<file path="config.mk">
export PLATFORM = sky130hd
export DESIGN_NAME = ce_write_guard
export DESIGN_NICKNAME = d
export VERILOG_FILES = /design/src/rtl/ce_gate_pkg.sv /design/src/rtl/ce_grace_timer.sv /design/src/rtl/ce_gate_fsm.sv /design/src/rtl/ce_out_stage.sv /design/src/rtl/ce_write_guard.sv
export SDC_FILE = /design/constraint.sdc
export NUM_CORES = 1
export LEC_CHECK = 0
export BUFFER_PORTS_ARGS = -buffer_cell sky130_fd_sc_hd__buf_2
export CAP_MARGIN = 40
export CORE_MARGIN = 2
export CORE_UTILIZATION = 55
export DETAILED_ROUTE_END_ITERATION = 7
export HOLD_SLACK_MARGIN = 0.1
export PLACE_DENSITY = 0.81
export SYNTH_ARGS = -nofsm -noshare
export SYNTH_HDL_FRONTEND = slang
export SYNTH_SLANG_ARGS = --single-unit
</file>
<file path="constraint.sdc">
create_clock -name clk -period 2 [get_ports clk]
set_input_delay 0.1 -clock clk [delete_from_list [all_inputs] [get_ports clk]]
set_output_delay 0.1 -clock clk [all_outputs]
set_load 0.005 [all_outputs]
</file>
<file path="src/rtl/ce_gate_pkg.sv">
package ce_gate_pkg;

    typedef enum logic [1:0] {
        ST_BLOCKED = 2'd0,
        ST_PASS    = 2'd1,
        ST_GRACE   = 2'd2
    } gate_state_e;

endpackage

</file>
<file path="src/rtl/ce_grace_timer.sv">
module ce_grace_timer #(
    parameter int GRACE_CYCLES = 750
) (
    input  logic clk,
    input  logic rst_n,
    input  logic start,
    input  logic run,
    output logic expired
);
    localparam int CW = $clog2(GRACE_CYCLES + 1);
    localparam logic [CW-1:0] LAST = CW'(GRACE_CYCLES - 1);

    logic [CW-1:0] cnt;

    // Window cycle 0 is the PASS cycle in which reset was first seen; GRACE starts at 1.
    always_ff @(posedge clk or negedge rst_n) begin
        if (!rst_n) begin
            cnt <= '0;
        end else if (start) begin
            cnt <= CW'(1);
        end else if (run && !expired) begin
            cnt <= cnt + CW'(1);
        end
    end

    assign expired = (cnt == LAST);

    assert_cnt_bound_R6: assert property (@(posedge clk) disable iff (!rst_n)
        cnt <= LAST);

    assert_start_loads_R6: assert property (@(posedge clk) disable iff (!rst_n)
        start |=> (cnt == CW'(1)));

endmodule

</file>
<file path="src/rtl/ce_gate_fsm.sv">
module ce_gate_fsm
    import ce_gate_pkg::*;
(
    input  logic        clk,
    input  logic        rst_n,
    input  logic        sys_reset,
    input  logic        ce_in_n,
    input  logic        grace_done,
    output gate_state_e state,
    output logic        start_grace,
    output logic        run_grace
);
    gate_state_e state_nx;

    always_comb begin
        state_nx = state;
        unique case (state)
            ST_BLOCKED: if (!sys_reset) state_nx = ST_PASS;
            ST_PASS: begin
                if (sys_reset) state_nx = ce_in_n ? ST_BLOCKED : ST_GRACE;
            end
            ST_GRACE: begin
                if (!sys_reset)                 state_nx = ST_PASS;
                else if (ce_in_n || grace_done) state_nx = ST_BLOCKED;
            end
            default: state_nx = ST_BLOCKED;
        endcase
    end

    always_ff @(posedge clk or negedge rst_n) begin
        if (!rst_n) state <= ST_BLOCKED;
        else        state <= state_nx;
    end

    always_comb begin
        start_grace = (state == ST_PASS) && sys_reset && !ce_in_n;
        run_grace   = (state == ST_GRACE);
    end

    assert_enter_grace_R6: assert property (@(posedge clk) disable iff (!rst_n)
        ((state == ST_PASS) && sys_reset && !ce_in_n) |=> (state == ST_GRACE));

    assert_enter_block_R5: assert property (@(posedge clk) disable iff (!rst_n)
        ((state == ST_PASS) && sys_reset && ce_in_n) |=> (state == ST_BLOCKED));

    assert_release_R8: assert property (@(posedge clk) disable iff (!rst_n)
        ((state == ST_GRACE) && !sys_reset) |=> (state == ST_PASS));

    assert_unblock_R4: assert property (@(posedge clk) disable iff (!rst_n)
        ((state == ST_BLOCKED) && !sys_reset) |=> (state == ST_PASS));

endmodule

</file>
<file path="src/rtl/ce_out_stage.sv">
module ce_out_stage
    import ce_gate_pkg::*;
(
    input  gate_state_e state,
    input  logic        ce_in_n,
    output logic        ce_out_n
);
    always_comb begin
        unique case (state)
            ST_PASS:    ce_out_n = ce_in_n;
            ST_GRACE:   ce_out_n = ce_in_n;
            ST_BLOCKED: ce_out_n = 1'b1;
            default:    ce_out_n = 1'b1;
        endcase
    end
endmodule

</file>
<file path="src/rtl/ce_write_guard.sv">
module ce_write_guard
    import ce_gate_pkg::*;
#(
    parameter int GRACE_CYCLES = 750
) (
    input  logic clk,
    input  logic rst_n,
    input  logic sys_reset,
    input  logic ce_in_n,
    output logic ce_out_n
);
    localparam int LW = $clog2(GRACE_CYCLES + 2);

    gate_state_e state;
    logic        start_grace;
    logic        run_grace;
    logic        grace_done;

    ce_gate_fsm u_fsm (
        .clk        (clk),
        .rst_n      (rst_n),
        .sys_reset  (sys_reset),
        .ce_in_n    (ce_in_n),
        .grace_done (grace_done),
        .state      (state),
        .start_grace(start_grace),
        .run_grace  (run_grace)
    );

    ce_grace_timer #(.GRACE_CYCLES(GRACE_CYCLES)) u_timer (
        .clk    (clk),
        .rst_n  (rst_n),
        .start  (start_grace),
        .run    (run_grace),
        .expired(grace_done)
    );

    ce_out_stage u_out (
        .state   (state),
        .ce_in_n (ce_in_n),
        .ce_out_n(ce_out_n)
    );

    // Checker: length of the current run of low output cycles under reset.
    logic [LW-1:0] low_run;
    always_ff @(posedge clk or negedge rst_n) begin
        if (!rst_n)                        low_run <= '0;
        else if (sys_reset && !ce_out_n)   low_run <= low_run + LW'(1);
        else                               low_run <= '0;
    end

    assert_window_bound_R6: assert property (@(posedge clk) disable iff (!rst_n)
        (sys_reset && !ce_out_n) |-> (low_run < LW'(GRACE_CYCLES)));

    assert_low_needs_input_R9: assert property (@(posedge clk) disable iff (!rst_n)
        !ce_out_n |-> !ce_in_n);

    assert_no_relow_R7: assert property (@(posedge clk) disable iff (!rst_n)
        (sys_reset && $past(sys_reset) && $past(ce_out_n)) |-> ce_out_n);

    always_comb begin
        if (!rst_n) assert_init_high_R2: assert (ce_out_n);
    end

endmodule

</file>
## Word level (Yosys, flattened, before mapping)

Index checks and enable logic that the tools add are counted.
W data, S select, Z words.

| word-level totals | value |
|---|---|
| output and inout bits | 1 |
| register bits | 12 |
| logic and storage cells | 28 |

| operators by class | value |
|---|---|
| equal/unequal tests | 6 |
| $add $sub $neg | 1 |
| mux-type cells | 9 |
| reductions and logical operators | 10 |

Operators by type and width:

| kind | count |
|---|---|
| $mux W10 | 2 |
| $add A10 B1 Y10 const B | 1 |
| $eq A10 B10 Y1 const B | 1 |
| $mux W2 | 5 |
| $pmux W2 S3 | 1 |
| $ne A2 B2 Y1 const B | 2 |
| $logic_and A1 B1 Y1 | 3 |
| $ne A3 B3 Y1 const B | 1 |
| $reduce_and A3 Y1 | 1 |
| $eq A2 B1 Y1 const B | 1 |
| $eq A2 B2 Y1 const B | 1 |
| $logic_not A1 Y1 | 2 |
| $logic_not A2 Y1 | 1 |
| $reduce_bool A2 Y1 | 1 |
| $reduce_or A2 Y1 | 1 |
| $logic_or A1 B1 Y1 | 1 |
| $mux W1 | 1 |

## Logic depth before layout (Yosys ltp)

Gate-level depths: netlist of run 1.

| logic depth | value |
|---|---|
| depth after elaboration | 5 |
| gate-level depth with buffers | 7 |

## Hierarchy

A second synthesis of run 1 with hierarchy kept.

| second synthesis, totals | value |
|---|---|
| cells, all modules | 80 |
| area total of the unflattened synthesis | 740.7 um2 |

By module, submodules not included:

| module | area each (um2) | cells an instance | instances |
|---|---|---|---|
| ce_grace_timer | 629.4 | 69 | 1 |
| ce_gate_fsm | 96.3 | 9 | 1 |
| ce_out_stage | 15.0 | 2 | 1 |

## Worst setup path before layout of run 1

No wires, ideal clock.

| timing | value |
|---|---|
| path kind | register to register |
| from | register u_fsm.state[0] |
| to | register u_timer.cnt[4] |
| setup slack | 0.561 ns |
| data required time | 1.877 ns |
| period minus slack after synthesis | 1.439 ns |
| data arrival time | 1.316 ns |
| cell stages (with the launch flop) | 7 |
| path buffers | 1 |
| cells stage by stage | dfrtp_1 -> inv_1 -> ha_1 -> clkbuf_1 -> and3_1 -> nand3_1 -> mux2i_1 |

| between the ends | value |
|---|---|
| word-level cells in the longest chain between the ends | 4 |
| elaborated cells between the ends (all ways) | 7 |
| those cells by class | 2 x eq/ne; 1 x mux; 4 x reduce/logical |

Ends and longest elaborated chain:

| what | line | source |
|---|---|---|
| start: declaration | ce_gate_fsm.sv:9 | `output gate_state_e state,` |
| start signal: assignment | ce_gate_fsm.sv:32 | `else state <= state_nx;` |
| $eq A2 B1 Y1 | ce_gate_fsm.sv:36 | `start_grace = (state == ST_PASS) && sys_reset && !ce_in_n;` |
| $logic_and A1 B1 Y1 (2 in a row) | ce_gate_fsm.sv:36 |  |
| $mux W10 or $reduce_bool A2 Y1 (tied branches) | n/a |  |
| end signal: assignment | ce_grace_timer.sv:22 | `cnt <= cnt + CW'(1);` |
| end: declaration | ce_grace_timer.sv:13 | `logic [CW-1:0] cnt;` |

Parallel ways exist; a longest one is shown, timed or not.
A chain may end at the register's enable or synchronous reset.

## Worst setup path in the final report of run 1

| timing | value |
|---|---|
| from | register u_fsm.state[0] |
| to | register u_timer.cnt[9] |

Same word-level chain as after synthesis.

==> impl_metrics.toml, run 1 <==
[clocking]
cts_tree = "yes"
clk_pin_slew_ns = 0.08
clk_latency_ns = 0.28
cts-root-buf = "clkbuf_4"
numCtsBuffers = 3
cts_resized = 0
clockBufferDepth = 2
cts-htree-levels = 1
cts.sinks = 12

[finish]
synthToLayoutAreaGrowth_pct = 10.37
postLayoutCoreUtil_pct = 64.26
multi_input_area_um2 = 429.2
drive_gt1_share_pct = 12.94
num_antenna_cells = 0
nFillCells = 93
seqCellArea_um2 = 300.3
final_nets = 96

[setup_path]
arrival_ns = 1.90
cp-start-kind = "flop"
reg2reg_slack_ns = 0.26
crit_end = "u_timer.cnt[9]$_DFFE_PN0P_"
r2r-end = "u_timer.cnt[9]$_DFFE_PN0P_"
startpoint = "u_fsm.state[0]$_DFFE_PN0P_"
path_cells = "inv_1, ha_1, nand4_1, nor3_1, xnor2_1, nor2_1"
r2r-start = "u_fsm.state[0]$_DFFE_PN0P_"
required_ns = 2.16
cpPeakStageDelay_ns = 0.44
end_kind = "flop"
worstSetupPathType = "flop to flop"
r2r_cells = 6
crit_fanout = 13
slowest_stage = "dfrtp_1"

[place]
port_buffers = 4
place_congestion = 0.8464
hpwl_mm = 1.118

[synth]
syn_inst = 78
synthesis.area_um2 = 748.2
syn-num-nets = 88
ys_seq_elements = 12
synth_warnings = 0
syn-mean-instance-area_um2 = 9.593
synth_cell_types = 31
yosysSeqAreaShare_pct = 40.13

[detailed_routing]
vias = 614
postRouteAntennaNets = 0
drt_iter0_drc = 20
drcViolationCount = 0
wl_met3_um = 32
first_pass_iters = 4
vias_per_cell = 6.140
wire_per_inst_um = 14.43
top_layer = "met4"
wl_met1_um = 655
wl_met2_um = 732
drt-total-wl_mm = 1.443

[flow_run]
drv_cap = 0

[worst_hold_path]
hold_path_class = "primary input to flop"

[global_route]
grt.overflow.total = 0
grt_pass1_wl_mm = 2.339
global_route.usage.total_pct = 22.40
first_global_vias = 539
grt_start_max_net_pins = 14
antenna_found_initial = 0

[sta]
max-slew-margin-rel_pct = 74.99
hold_violations = 0
report.final.setup_viol = 0
fin_tns_setup_ns = 0
fin_skew_ns = 0.004651
max_freq_ghz = 0.5756
worst_pin_slew_ns = 0.3752
whs_ns = 0.1223
rsz0062_at_grt = "false"
fin_crit_ns = 1.737
drv_slew = 0
period_share_pct = 86.87

[floorplanning]
start_util_pct = 58.23
die_h_um = 40.89
boundaryPins = 5
die_w_um = 40.89
dieArea_um2 = 1672
floorplan.rows = 13
core_region_area_um2 = 1285

[run_status]
outcome = "complete, no violations"

[pwr]
finalPower_mw = 0.8495
power_density_nw_per_um2 = 1029
ir_worst_vdd_mv = 0.5288
p_leak_nw = 0.4147
-- cells in the mapped netlist (all sizes together) --
cell type	number	area [um2]
a21oi	4	20.02
a311oi	1	8.760
a31oi	1	6.260
a32oi	1	8.760
and2	1	6.260
and3	3	18.77
and4	2	20.02
and4b	1	10.01
clkbuf	2	7.510
dfrtp	12	300.3
ha	6	75.07
inv	3	11.26
mux2i	1	10.01
nand2	6	22.52
nand2b	3	18.77
nand3	5	25.02
nand4	4	25.02
nand4b	1	23.77
nor2	6	22.52
nor2b	1	6.260
nor3	3	20.02
o21ai	3	15.01
o2bb2ai	1	8.760
o311ai	1	8.760
o31ai	1	7.510
or3	1	6.260
xnor2	2	17.52
xor2	2	17.52
-- routing by layer --
metal	track usage, %	vias up
li1	-	302
met1	25.09	300
met2	39.84	8
met3	3.261	4
met4	12.50	0
met5	0	-
-- report_power, final --
group | leakage (nW) | switching, mW | total [mW] | internal, mW
sequential | 0.160 | 0.0794 | 0.379 | 0.300
combinational | 0.234 | 0.157 | 0.273 | 0.116
clock | 0.0210 | 0.0870 | 0.198 | 0.111
-- timing repair --
| item | 4_1_cts | 5_1_grt |
|---|---|---|
| hold buffers | 1 | 0 |
| buffers inserted | 0 | 0 |
| hold endpoints to repair | 12 | 0 |
| endpoints found under the setup margin | 0 | 0 |
-- registers in the layout (all words and copies together) (netlist names) --
register / flops
u_fsm.state: 2
u_timer.cnt: 10
-- layout by cell type (no fill, tap or decap) --
master         synthesis  routed
a21oi_1                4       4
a311oi_1               1       1
a31oi_1                1       1
a32oi_1                1       1
and2_1                 1       1
and3_1                 3       3
and4_1                 1       1
and4_4                 1       1
and4b_1                1       1
buf_2                  0       4
clkbuf_4               0       3
clkbuf_8               0       1
dfrtp_1               12      12
dlygate4sd3_1          0       1
ha_1                   6       6
inv_1                  3       3
mux2i_1                1       1
nand2_1                6       6
nand2b_1               3       3
nand3_1                5       5
nand4_1                4       4
nand4b_4               1       1
nor2_1                 6       6
nor2b_1                1       1
nor3_1                 2       2
nor3_2                 1       1
o21ai_0                2       2
o21ai_1                1       1
o2bb2ai_1              1       1
o311ai_0               1       1
o31ai_1                1       1
or3_1                  1       1
xnor2_1                2       2
xor2_1                 2       2
-- critical path, delay by kind of cell (launching register included) --
family	cells	cell delay [ns]
simple gates	3	0.53
flops	1	0.44
fa+ha+maj	1	0.39
xor+xnor	1	0.15
buf+inv	1	0.12
-- worst min path at each step --
stage,endpoint,from,depth (start not counted),slack [ns]
6_report,u_fsm.state[0]$_DFFE_PN0P_,sys_reset,3,0.12
3_3_place_gp,u_timer.cnt[6]$_DFFE_PN0P_,rst_n,1,-0.01
5_1_grt,u_fsm.state[0]$_DFFE_PN0P_,sys_reset,3,0.14
4_1_cts,u_fsm.state[0]$_DFFE_PN0P_,sys_reset,3,0.13
3_5_place_dp,u_timer.cnt[1]$_DFFE_PN0P_,rst_n,1,-0.01
2_1_floorplan,u_fsm.state[0]$_DFFE_PN0P_,rst_n,0,-0.20
-- cell families (layout without fill, tap and decap cells) --
group           after synthesis  in the layout  share of synthesized area, %
mux                           1              1                         1.338
flops                        12             12                         40.13
compound gates               13             13                         11.21
simple gates                 37             37                         30.10
xor+xnor                      4              4                         4.683
buf+inv                       5             12                         2.509
fa+ha+maj                     6              6                         10.03
-- per-stage QoR --
stage	instance area, um2	instances	worst slack (ns)
floorplan	748.2	78	0.5610
global placement	779.5	95	0.3800
detailed placement	779.5	95	0.2671
CTS	825.8	100	0.2615
global route	825.8	100	0.09538
finish	825.8	100	0.2626
-- layout make-up --
cell class,instances,share of cell area (%)
multi-input combinational,61,51.97
timing repair buffer,5,3.636
tap,15,2.273
clock buffer,4,4.394
inverter,3,1.364
sequential,12,36.36
No activity file was read; power rests on OpenSTA's default activity.
==> inputs of run 2 (changes only) <==
--- a/config.mk
+++ b/config.mk
@@ -5,10 +5,12 @@
 export SDC_FILE = /design/constraint.sdc
 export NUM_CORES = 1
 export LEC_CHECK = 0
+export ABC_AREA = 1
 export BUFFER_PORTS_ARGS = -buffer_cell sky130_fd_sc_hd__buf_2
 export CAP_MARGIN = 40
 export CORE_MARGIN = 2
 export CORE_UTILIZATION = 55
+export CTS_CLUSTER_DIAMETER = 120
 export DETAILED_ROUTE_END_ITERATION = 7
 export HOLD_SLACK_MARGIN = 0.1
 export PLACE_DENSITY = 0.81
==> run 2 against run 1 <==
  * Cell count grew 35%
  * Sequential power is 1% lower
  * Combinational power rose by 33%
  * Non-clock buffer count did not move
  * Utilization grew 3.2 points
==> impl_metrics.toml, run 2 <==
[run_status]
outcome = "complete, no violations"

[global_route]
global_route.usage.total_pct = 21.57
antenna_found_initial = 0
grt.overflow.total = 0
grt_use_met3_pct = 2.553
gr-usage-met1_pct = 27.93
first_global_vias = 732
grt_start_max_net_pins = 13
met2_usage_pct = 35.76
grt_busiest_layer = "met2"
grt_pass1_wl_mm = 3.036

[sta]
report.final.setup_viol = 0
max-slew-margin-rel_pct = 81.49
fin_crit_ns = 1.550
fin_tns_setup_ns = 0
period_share_pct = 77.49
fin_skew_ns = 0.007917
hold_violations = 0
drv_slew = 0
worst_pin_slew_ns = 0.2776
rsz0062_at_grt = "false"
max_freq_ghz = 0.6452

[setup_path]
cpPeakStageDelay_ns = 0.47
required_ns = 2.18
slowest_stage = "dfrtp_1"
worstSetupPathType = "flop to flop"
end_kind = "flop"
cp-start-kind = "flop"
reg2reg_slack_ns = 0.45
crit_fanout = 8
path_cells = "ha_1, inv_1, nor2_1, nand3_2, nand2_1, nand2_2, nand3_1, o21ai_1"
r2r-start = "u_timer.cnt[0]$_DFFE_PN0P_"
r2r_cells = 8
arrival_ns = 1.73
r2r-end = "u_timer.cnt[5]$_DFFE_PN0P_"

[synth]
synthTopCellsByArea = "dfrtp_1 (36%), nand2_1 (12%), ha_1 (9.1%)"
yosys.area.top_type = "dfrtp_1"
synthesis.area_um2 = 825.8
yosysSeqAreaShare_pct = 36.36
syn-mean-instance-area_um2 = 7.440
yosysMostFrequentCell = "nand2_1"
synth_warnings = 0
syn-num-nets = 121
synth_cell_types = 21
synth-edff-count = 0
synthFlopType = "dfrtp_1"
synth_commonest_cells = "nand2_1 (27), inv_1 (16), dfrtp_1 (12), nand3_1 (12), nor2_1 (11)"
syn_inst = 111
ys_seq_elements = 12
synth_top_area_share_pct = 36.36
ys_async_sr_fraction_pct = 100.0

[floorplanning]
dieArea_um2 = 1828
boundaryPins = 5
core_region_area_um2 = 1350
die_h_um = 42.75
start_util_pct = 61.17
floorplan.rows = 13
die_w_um = 42.75

[place]
place_congestion = 0.8423
hpwl_mm = 1.329
port_buffers = 4

[finish]
top_regs = "u_timer.cnt x10, u_fsm.state x2"
layout_commonest_cell = "nand2_1"
final_nets = 131
num_antenna_cells = 0
multi_input_area_um2 = 465.4
drive_gt1_share_pct = 11.67
postLayoutCoreUtil_pct = 67.47
largest_reg_flops = 10
synthToLayoutAreaGrowth_pct = 10.30
nFillCells = 118
largest-register = "u_timer.cnt"
seqCellArea_um2 = 300.3
mostFrequentLayoutCells = "nand2_1 (27), inv_1 (16), nand3_1 (12), dfrtp_1 (12), nor2_1 (11)"

[detailed_routing]
drt-total-wl_mm = 1.694
postRouteAntennaNets = 0
drcViolationCount = 0
first_pass_iters = 4
vias = 738
wire_per_inst_um = 12.55
vias_per_cell = 5.467
drt_iter0_drc = 22

[clocking]
cts-root-buf = "clkbuf_4"
clk_pin_slew_ns = 0.08
clk_latency_ns = 0.29
cts-htree-levels = 1
cts_tree = "yes"
clockBufferDepth = 2
numCtsBuffers = 3
cts_resized = 0
cts.sinks = 12

[worst_hold_path]
hold_path_depth = 4
holdCritStartpoint = "ce_in_n"
whs_endpoint = "u_fsm.state[1]$_DFFE_PN0P_"
hold_path_class = "primary input to flop"

[pwr]
p_leak_nw = 0.4275
power_density_nw_per_um2 = 1030
ir_worst_vdd_mv = 0.7781

[flow_run]
drv_cap = 0
run 2: cell types whose count changed after synthesis, moves of 3 or more:
cell,previous run,this run
nor2_1,6,11
o21ai_0,2,5
nand2_1,6,27
nand3_1,5,12
and3_1,3,0
nand2b_1,3,0
inv_1,3,16
run 2: metal layers:
layer / up-vias / wire length, um
li1: 381 / -
met1: 335 / 777
met2: 18 / 827
met3: 4 / 66
met4: 0 / 23
met5: - / 0
run 2: how the worst max path moves through the flow:
| stage | startpoint | to | depth (start not counted) |
|---|---|---|---|
| 2_1_floorplan | u_timer.cnt[0]$_DFFE_PN0P_ | u_timer.cnt[5]$_DFFE_PN0P_ | 8 |
| 3_3_place_gp | u_timer.cnt[0]$_DFFE_PN0P_ | u_timer.cnt[5]$_DFFE_PN0P_ | 8 |
| 3_5_place_dp | u_timer.cnt[0]$_DFFE_PN0P_ | u_timer.cnt[5]$_DFFE_PN0P_ | 8 |
| 4_1_cts | u_timer.cnt[0]$_DFFE_PN0P_ | u_timer.cnt[5]$_DFFE_PN0P_ | 8 |
| 5_1_grt | u_timer.cnt[0]$_DFFE_PN0P_ | u_timer.cnt[6]$_DFFE_PN0P_ | 7 |
| 6_report | u_timer.cnt[0]$_DFFE_PN0P_ | u_timer.cnt[5]$_DFFE_PN0P_ | 8 |
run 2: kinds of logic after synthesis:
family	synth area share [%]
adder cells (fa/ha/maj)	9.091
AO/OA/AOI/OAI	11.67
AND/OR/NAND/NOR	32.43
XOR/XNOR	3.182
buffers and inverters	7.273
flip-flops	36.36
run 2: through the flow:
stage	power [mW]	cell area [um2]	setup slack, ns	hold WS (ns)	std cells
global route	1.012	910.9	0.3089	0.1886	135
detailed placement	0.7375	864.6	0.4579	-0.008447	130
floorplan	0.6375	825.8	0.6613	-0.1956	111
CTS	0.9355	910.9	0.4594	0.1594	135
global placement	0.7163	864.6	0.5108	-0.009033	130
finish	0.9382	910.9	0.4501	0.1617	135
run 2: timing repair:
action / 4_1_cts / 5_1_grt
hold endpoints to repair: 12 / 0
setup buffers: 0 / 0
hold buffers: 1 / 0
run 2: area by class of cell:
class                   instances  share of cell area (%)
flip-flops and latches         12                   32.97
repair buffers                  5                   3.297
inverters                      16                   6.593
multi-input cells              83                   51.10
well taps                      15                   2.060
clock buffers                   4                   3.984
run 2: report_power, final:
| group | switching (mW) | internal [mW] | total, mW |
|---|---|---|---|
| registers | 0.0735 | 0.301 | 0.375 |
| clock network | 0.0896 | 0.111 | 0.201 |
| logic | 0.224 | 0.139 | 0.363 |
run 2: worst max-delay path: cells and delay by family, from the launching register on:
kind            cells  cell delay [ns]
simple gates        5             0.67
flops               1             0.47
fa+ha+maj           1             0.19
compound gates      1             0.07
buf+inv             1             0.05
==> inputs of run 3 (changes only) <==
--- a/config.mk
+++ b/config.mk
@@ -9,7 +9,7 @@
 export BUFFER_PORTS_ARGS = -buffer_cell sky130_fd_sc_hd__buf_2
 export CAP_MARGIN = 40
 export CORE_MARGIN = 2
-export CORE_UTILIZATION = 55
+export CORE_UTILIZATION = 52
 export CTS_CLUSTER_DIAMETER = 120
 export DETAILED_ROUTE_END_ITERATION = 7
 export HOLD_SLACK_MARGIN = 0.1
==> constraint.sdc (replaced) <==
create_clock -name clk -period 1.4 [get_ports clk]
set_input_delay 0.07 -clock clk [delete_from_list [all_inputs] [get_ports clk]]
set_output_delay 0.07 -clock clk [all_outputs]
set_load 0.005 [all_outputs]
==> run 3 against run 2 <==
  * Global-route usage grew 0.73 points
  * Fmax grew 5.9%
  * Critical path type unchanged
  * Hold slack gained 0.017 ns
  * Count of clock-buffer cells in the layout is 1 lower
  * Clock skew shrank 0.0021 ns
  * Flip-flop and latch count unchanged
  * The flow now finishes with violations (negative setup slack)
  * Register-to-register slack got worse by 0.51 ns
  * Wire length is 40% higher
  * First-iteration DRC count rose by 50%
==> impl_metrics.toml, run 3 (synthesis gave the netlist of run 2 again) <==
[run_status]
outcome = "finished, violations left"
violations = "negative setup slack"

[sta]
worst_pin_slew_ns = 0.3023
rsz0062_at_grt = "true"
fin_skew_ns = 0.005819
fin_tns_setup_ns = -0.1446
drv_slew = 0
max-slew-margin-rel_pct = 79.85
report.final.setup_viol = 5
period_share_pct = 104.5
fin_crit_ns = 1.464
setup_ws_ns = -0.06353
max_freq_ghz = 0.6833
hold_violations = 0
whs_ns = 0.1782

[place]
place_congestion = 0.8496
place_inst = 137
hpwl_mm = 1.295
port_buffers = 4
placed_cell_area_um2 = 910.9

[global_route]
first_global_vias = 744
global_route.usage.total_pct = 22.31
grt_pass1_wl_mm = 3.201
grt.overflow.total = 0
grt_start_max_net_pins = 13
antenna_found_initial = 0

[floorplanning]
start_util_pct = 55.46
dieArea_um2 = 1923
die_w_um = 43.85
floorplan.rows = 14
core_region_area_um2 = 1489
boundaryPins = 5
die_h_um = 43.85

[pwr]
clkPwrFrac_pct = 13.9
finalPower_mw = 1.613
p_leak_nw = 0.4765
p_seq_share_pct = 33.0
swShare_pct = 44.95
combinationalPowerShare_pct = 53.1
power_density_nw_per_um2 = 1487
ir_worst_vdd_mv = 1.062
power.internal_mw = 0.8881
net-switching-power_mw = 0.7251

[finish]
top_regs = "u_timer.cnt x10, u_fsm.state x2"
largest-register = "u_timer.cnt"
largest_reg_flops = 10
final_cells = 147
final_nets = 143
layout_commonest_cell = "nand2_1"
num_antenna_cells = 0
drive_gt1_share_pct = 29.01
mostFrequentLayoutCells = "nand2_1 (26), inv_1 (13), dfrtp_1 (12)"
final_area_um2 = 1085
synthToLayoutAreaGrowth_pct = 31.36
nFillCells = 97

[worst_hold_path]
hold_path_class = "primary input to flop"

[clocking]
numCtsBuffers = 3
clockBufferDepth = 2
cts.sinks = 12
cts-htree-levels = 1
clk_pin_slew_ns = 0.08
cts_tree = "yes"
clk_latency_ns = 0.28
cts-root-buf = "clkbuf_4"

[detailed_routing]
drcViolationCount = 0
wire_per_inst_um = 16.15
vias = 879
vias_per_cell = 5.980
postRouteAntennaNets = 0
drt-total-wl_mm = 2.374
first_pass_iters = 4
drt_iter0_drc = 33

[setup_path]
required_ns = 1.57
arrival_ns = 1.64
cpPeakStageDelay_ns = 0.45
cp-start-kind = "flop"
path_cells = "ha_4, inv_2, nor2_4, nand3_4, nand2_2, buf_6, o31ai_1"
crit_family = "flip-flops"
critPathBufInv = 2
end_kind = "flop"
worstSetupPathType = "flop to flop"
crit_fanout = 5
slowest_stage = "dfrtp_1"

[flow_run]
drv_cap = 0
## run 3: what timing repair did
item / 4_1_cts / 5_1_grt
gates resized for setup: 7 / 19
gates cloned: 1 / 0
endpoints found under the setup margin: 9 / 12
pin swaps: 4 / 10
hold buffers: 1 / 0
setup buffers: 1 / 4
endpoints found under the hold margin: 12 / 0
## run 3: worst register-to-register path, cell delays in order (launching register included)
cell	delay [ns]
dfrtp_1	0.45
ha_4	0.19
inv_2	0.07
nor2_4	0.04
nand3_4	0.11
nand2_2	0.11
buf_6	0.14
o31ai_1	0.25
## run 3: per-layer routing
metal  GRT usage, %  vias up  wire length, um
met5              0        -                0
met4          6.667        0               68
met3          5.417       10              134
met2          37.94       51             1232
met1          27.82      415              940
li1               -      403                -
## run 3: power by group through the flow
stage	combinational (mW)	clock [mW]	sequential [mW]
after CTS	0.648	0.222	0.511
after floorplan	0.395	0	0.516
after global placement	0.568	0	0.514
after global routing	0.935	0.245	0.538
final	0.856	0.224	0.532
after detailed placement	0.587	0	0.518
## run 3: metrics by stage
step / utilization, % / setup slack, ns
global placement: 61.18 / 0.007111
finish: 72.86 / -0.06353
CTS: 65.97 / -0.04521
global route: 72.86 / -0.1464
detailed placement: 61.18 / -0.06215
floorplan: - / 0.06128
## run 3: final timing paths
check                                                start                    endpoint  slack, ns  cells after the start
worst min register to register  u_timer.cnt[9]$_DFFE_PN0P_  u_timer.cnt[9]$_DFFE_PN0P_       0.53                      2
max in group asynchronous                            rst_n  u_fsm.state[0]$_DFFE_PN0P_       0.96                      2
worst min-delay path                               ce_in_n  u_fsm.state[1]$_DFFE_PN0P_       0.18                      4
min in group asynchronous                            rst_n  u_timer.cnt[8]$_DFFE_PN0P_       0.20                      2
worst max register to register  u_timer.cnt[0]$_DFFE_PN0P_  u_timer.cnt[2]$_DFFE_PN0P_      -0.06                      7
worst max-delay path            u_timer.cnt[0]$_DFFE_PN0P_  u_timer.cnt[2]$_DFFE_PN0P_      -0.06                      7
## run 3: layout make-up
type	instances	area [um2]	area share [%]
multi-input combinational	84	561.8	51.79
sequential	12	300.3	27.68
timing repair buffer	16	120.1	11.07
inverter	16	60.06	5.536
clock buffer	3	22.52	2.076
tap	16	20.02	1.845
